## config.mk

```make
export PLATFORM = sky130hd
export DESIGN_NAME = reload_tmr
export DESIGN_NICKNAME = d
export VERILOG_FILES = /design/src/rtl/reload_tmr.sv
export SDC_FILE = /design/constraint.sdc
export NUM_CORES = 1
export LEC_CHECK = 0
export CORE_ASPECT_RATIO = 1.2
export CORE_MARGIN = 2
export CORE_UTILIZATION = 40
export DETAILED_ROUTE_END_ITERATION = 16
export GPL_TIMING_DRIVEN = 0
export PLACE_DENSITY = 0.64
export SLEW_MARGIN = 30
export SYNTH_ARGS = -nofsm -noshare
export SYNTH_HDL_FRONTEND = slang
export SYNTH_SLANG_ARGS = --single-unit
export TNS_END_PERCENT = 20
```

## constraint.sdc

```tcl
create_clock -name clk -period 2.5 [get_ports clk]
set_input_delay 0.625 -clock clk [delete_from_list [all_inputs] [get_ports clk]]
set_output_delay 0.625 -clock clk [all_outputs]
set_load 0.05 [all_outputs]
```

## src/rtl/reload_tmr.sv

```systemverilog
module reload_tmr #(
  parameter int W  = 8,
  parameter int PW = 8
) (
  input  logic         clk,
  input  logic         rst_n,
  input  logic         wr_en,
  input  logic [1:0]   wr_addr,
  input  logic [W-1:0] wr_data,
  input  logic         ext_clk_in,
  input  logic         sub_clk_in,
  output logic         tmr_pin,
  output logic         irq_pulse,
  output logic         irq_flag,
  output logic [W-1:0] cnt_out
);
  localparam int SW = $clog2(PW + 1);

  logic [W-1:0]  period_q, cnt_q;
  logic          run_q, tog_q, ff_q;
  logic [1:0]    src_q;
  logic [SW-1:0] psel_q;
  logic [PW-1:0] pre_q, mask;
  logic [2:0]    ext_s, sub_s;
  logic          ext_rise, sub_rise, pre_ev, pre_hit, tick, uflow;

  wire wr_per = wr_en && wr_addr == 2'd0;
  wire wr_ctl = wr_en && wr_addr == 2'd1;
  wire wr_pre = wr_en && wr_addr == 2'd2;
  wire wr_clr = wr_en && wr_addr == 2'd3 && wr_data[0];

  always_ff @(posedge clk or negedge rst_n)
    if (!rst_n) begin
      ext_s <= '0;
      sub_s <= '0;
    end else begin
      ext_s <= {ext_s[1:0], ext_clk_in};
      sub_s <= {sub_s[1:0], sub_clk_in};
    end

  assign ext_rise = ext_s[1] & ~ext_s[2];
  assign sub_rise = sub_s[1] & ~sub_s[2];

  assign mask    = PW'((1 << psel_q) - 1);
  assign pre_ev  = (src_q == 2'd0) || (src_q == 2'd2 && sub_rise);
  assign pre_hit = pre_ev && ((pre_q & mask) == mask);

  always_comb
    case (src_q)
      2'd0, 2'd2: tick = pre_hit;
      2'd1:       tick = ext_rise;
      default:    tick = 1'b0;
    endcase

  assign uflow = run_q && tick && cnt_q == '0;

  always_ff @(posedge clk or negedge rst_n)
    if (!rst_n) pre_q <= '0;
    else if (!run_q) pre_q <= '0;
    else if (pre_ev) pre_q <= pre_q + 1'b1;

  always_ff @(posedge clk or negedge rst_n)
    if (!rst_n) begin
      period_q <= '0;
      run_q    <= 1'b0;
      tog_q    <= 1'b0;
      src_q    <= '0;
      psel_q   <= '0;
    end else begin
      if (wr_per) period_q <= wr_data;
      if (wr_ctl) begin
        run_q  <= wr_data[0];
        tog_q  <= wr_data[1];
        src_q  <= wr_data[3:2];
        psel_q <= SW'(wr_data[6:4]);
      end
    end

  always_ff @(posedge clk or negedge rst_n)
    if (!rst_n) begin
      cnt_q     <= '0;
      irq_pulse <= 1'b0;
    end else begin
      irq_pulse <= uflow;
      if (wr_per && !run_q)  cnt_q <= wr_data;
      else if (uflow)        cnt_q <= period_q;
      else if (run_q && tick) cnt_q <= cnt_q - 1'b1;
    end

  always_ff @(posedge clk or negedge rst_n)
    if (!rst_n) ff_q <= 1'b0;
    else if (wr_pre) ff_q <= wr_data[0];
    else if (uflow && tog_q) ff_q <= ~ff_q;

  always_ff @(posedge clk or negedge rst_n)
    if (!rst_n) irq_flag <= 1'b0;
    else if (uflow) irq_flag <= 1'b1;
    else if (wr_clr) irq_flag <= 1'b0;

  assign tmr_pin = ~ff_q;
  assign cnt_out = cnt_q;

  a_r2_reload_value: assert property (@(posedge clk) disable iff (!rst_n)
    irq_pulse |-> cnt_q == $past(period_q));
  a_r9_flag_on_pulse: assert property (@(posedge clk) disable iff (!rst_n)
    irq_pulse |-> irq_flag);
  a_r4_pin_toggles: assert property (@(posedge clk) disable iff (!rst_n)
    (irq_pulse && $past(tog_q) && !$past(wr_pre)) |-> tmr_pin != $past(tmr_pin));
  a_r4_pin_steady: assert property (@(posedge clk) disable iff (!rst_n)
    (!$past(tog_q) && !$past(wr_pre)) |-> $stable(tmr_pin));
  a_r8_stopped_hold: assert property (@(posedge clk) disable iff (!rst_n)
    (!$past(run_q) && !$past(wr_per)) |-> $stable(cnt_q));
  a_r7_no_tick_src3: assert property (@(posedge clk) disable iff (!rst_n)
    (src_q == 2'd3) |-> !tick);
endmodule

```

==> results of run 1 <==
path summary, 6_finish.rpt:
check | from | to | depth (start not counted)
worst min register to register | sub_s[0] | sub_s[1] | 0
worst max register to register | cnt_out[3] | cnt_out[3] | 7
worst max-delay path | cnt_out[3] | cnt_out[3] | 7
min in group clk | sub_s[0] | sub_s[1] | 0
worst min-delay path | rst_n | pre_q[4] | 1
max in group asynchronous | rst_n | src_q[0] | 2
cells by family (layout without fill, tap and decap cells):
family	Yosys count	count (layout)	synth area share, %
flip-flops	39	39	53.65
AO/OA/AOI/OAI	30	30	12.45
XOR/XNOR	8	8	3.852
buffers and inverters	11	45	2.682
adder cells (fa/ha/maj)	2	2	1.375
AND/OR/NAND/NOR	50	50	16.16
multiplexers	16	16	9.835
flip-flops by register name (all words and copies together), names as in the netlist:
name       flops
src_q          2
cnt_out        8
tog_q          1
period_q       8
run_q          1
ext_s          3
psel_q         3
pre_q          7
irq_flag       1
irq_pulse      1
sub_s          3
ff_q           1
cells in the mapped netlist, types with 4 or more instances:
cell,count,area (um^2)
a21oi_1,4,20.02
a221o_1,5,50.05
a211oi_1,4,30.03
inv_1,6,22.52
nand2b_1,5,31.28
dfrtp_1,39,975.9
and2_1,6,37.54
clkbuf_1,4,15.01
mux2_2,15,168.9
nand2_1,7,26.28
xnor2_1,6,52.55
nor2_1,10,37.54
per-layer routing:
metal  vias up  global-route usage (%)  routed length [um]
met5         -                       0                   0
met4         0                   7.083                  69
met1       659                   22.71                1704
met2        26                   25.10                1793
met3         5                   4.348                 171
li1        635                       -                   -
report_power, final:
| group | leakage (nW) | switching (mW) | internal [mW] |
|---|---|---|---|
| logic | 0.415 | 0.462 | 0.352 |
| registers | 0.483 | 0.135 | 0.755 |
| clock network | 0.0371 | 0.202 | 0.186 |
final cells by class:
type	count	area, um^2
inverters	6	22.52
fillers	401	2078
multi-input cells	106	800.8
repair buffers	28	280.3
clock buffers	6	72.57
plain buffers	5	26.28
flip-flops and latches	39	975.9
well taps	56	70.07
worst max-delay path: stages (launching register included):
cell and delay [ns]:
dfrtp_1 0.44, or3_1 0.41, or3_4 0.36, or3_4 0.37
buf_6 0.16, nor2_1 0.09, a211oi_1 0.05, a221o_2 0.31
what timing repair did:
action | CTS | global route
buffers inserted | 0 | 2
resized for setup | 1 | 0
endpoints found under the hold margin | 0 | 0
endpoints found under the setup margin | 6 | 6
==> impl_results.md, run 1 <==
* Area growth syn-to-layout at 23.59%
* H-tree levels at 2
* Initial DRC count at 48
* PortBufs at 25
* First-pass GRT wire length at 6.520 mm
* WL per Instance at 15.20 um
* Worst slew pin tran at 0.5740 ns
* Initial antenna violation count at 0
* Crit path max fanout at 10
* Final ANT Viol Nets at 0
* Placement Cell Area at 2155 um^2
* Power, Total at 2.092 mW
* WHS at 0.2242 ns
* Total gr overflow at 0
* Cell count after placement at 238
* Worst IR Drop VDD at 452.5 uV
* Distinct cells, synth at 38
* Status: complete, no violations
* CP Capture Type: register
* Final nets at 208
* Post-synth EDFFs at 0
* Sequential-to-total area share from yosys stat at 53.65%
* Initial Util at 42.05%
* Final routed DRC violation total at 0
* PnR worst setup slack at 0.1936 ns
* Clk buf depth at 2
* Die area at 5106 um^2
* Final min period at 2.306 ns
* Max-slew violations at 0
* Design area at 2248 um^2
* Final core occ at 51.97%
* Diode count at 0
* Period utilization at 92.26%
* Reg2reg setup slack at 0.19 ns
* Num Clock Sinks at 39
* HPWL reported at the end of detailed placement at 2.627 mm
* Clock Latency Late Sink at 0.29 ns
* Share of cells above drive strength 1 at 16.84%
* Startpoint types: register
* Cells after Synth at 156
* Power per cell area at 930.4 nW/um^2
* Placer Congestion at 0.8036
* Largest net degree at the start of global routing at 27
* Post-Route Setup TNS at 0 ns
* CTS hold repair buffers at 0
* Final hold vios at 0
* Via density at 5.386
* Endpoints failing setup at 0
* Yosys reg bits at 39
* Post-Syn Area at 1819 um^2
* Drt pass-1 iters at 4
* Kind of critical path: register to register
* Syn_nets at 173
* Commonest non-fill, non-tap cells in the layout: 39 x dfrtp_1, 24 x clkdlybuf4s50_1, 15 x mux2_2
* Post-Syn Area per Cell at 11.66 um^2
* Highest Clock Rate at 433.6 MHz
* Static leakage at 0.9350 nW
* Post-Route WL at 3.738 mm
* CTS tree: built
* Top Ports at 26
* RSZ-0062 raised after global routing: no
* Max-cap violation count at 0
* Relative slew slack at 61.74%
* Synthesis Warnings at 0
* Clk_skew at 0.008771 ns
* DP Worst Slack at -0.4608 ns
* Die width at 65.57 um
* Arr. time, crit path at 2.48 ns
* Die Y at 77.88 um
* Hold Path Class: input port to async pin
* Ys flop type: dfrtp_1
* Core area at 4327 um^2
* FFs w/ async S/R, synth at 100.0%
* Via count at 1325
* Commonest non-fill, non-tap cell in the layout: dfrtp_1
* Vias in the first global route at 1364
* Overall routing resource usage at 16.70%
* Worst-path clk slew at 0.07 ns
* Final Non-Filler Cells at 246
* Num CTS Buffers at 5
* CP required at 2.67 ns
* Site row count at 26
* Root buf cell: clkbuf_8
Note: power is estimated with default switching activity, not from simulation.
==> inputs of run 2 (changes only) <==
Settings changed: CTS_CLUSTER_DIAMETER set to 60.
==> results of run 2 <==
Final layout, timing and power as in run 1 (identical DEF).
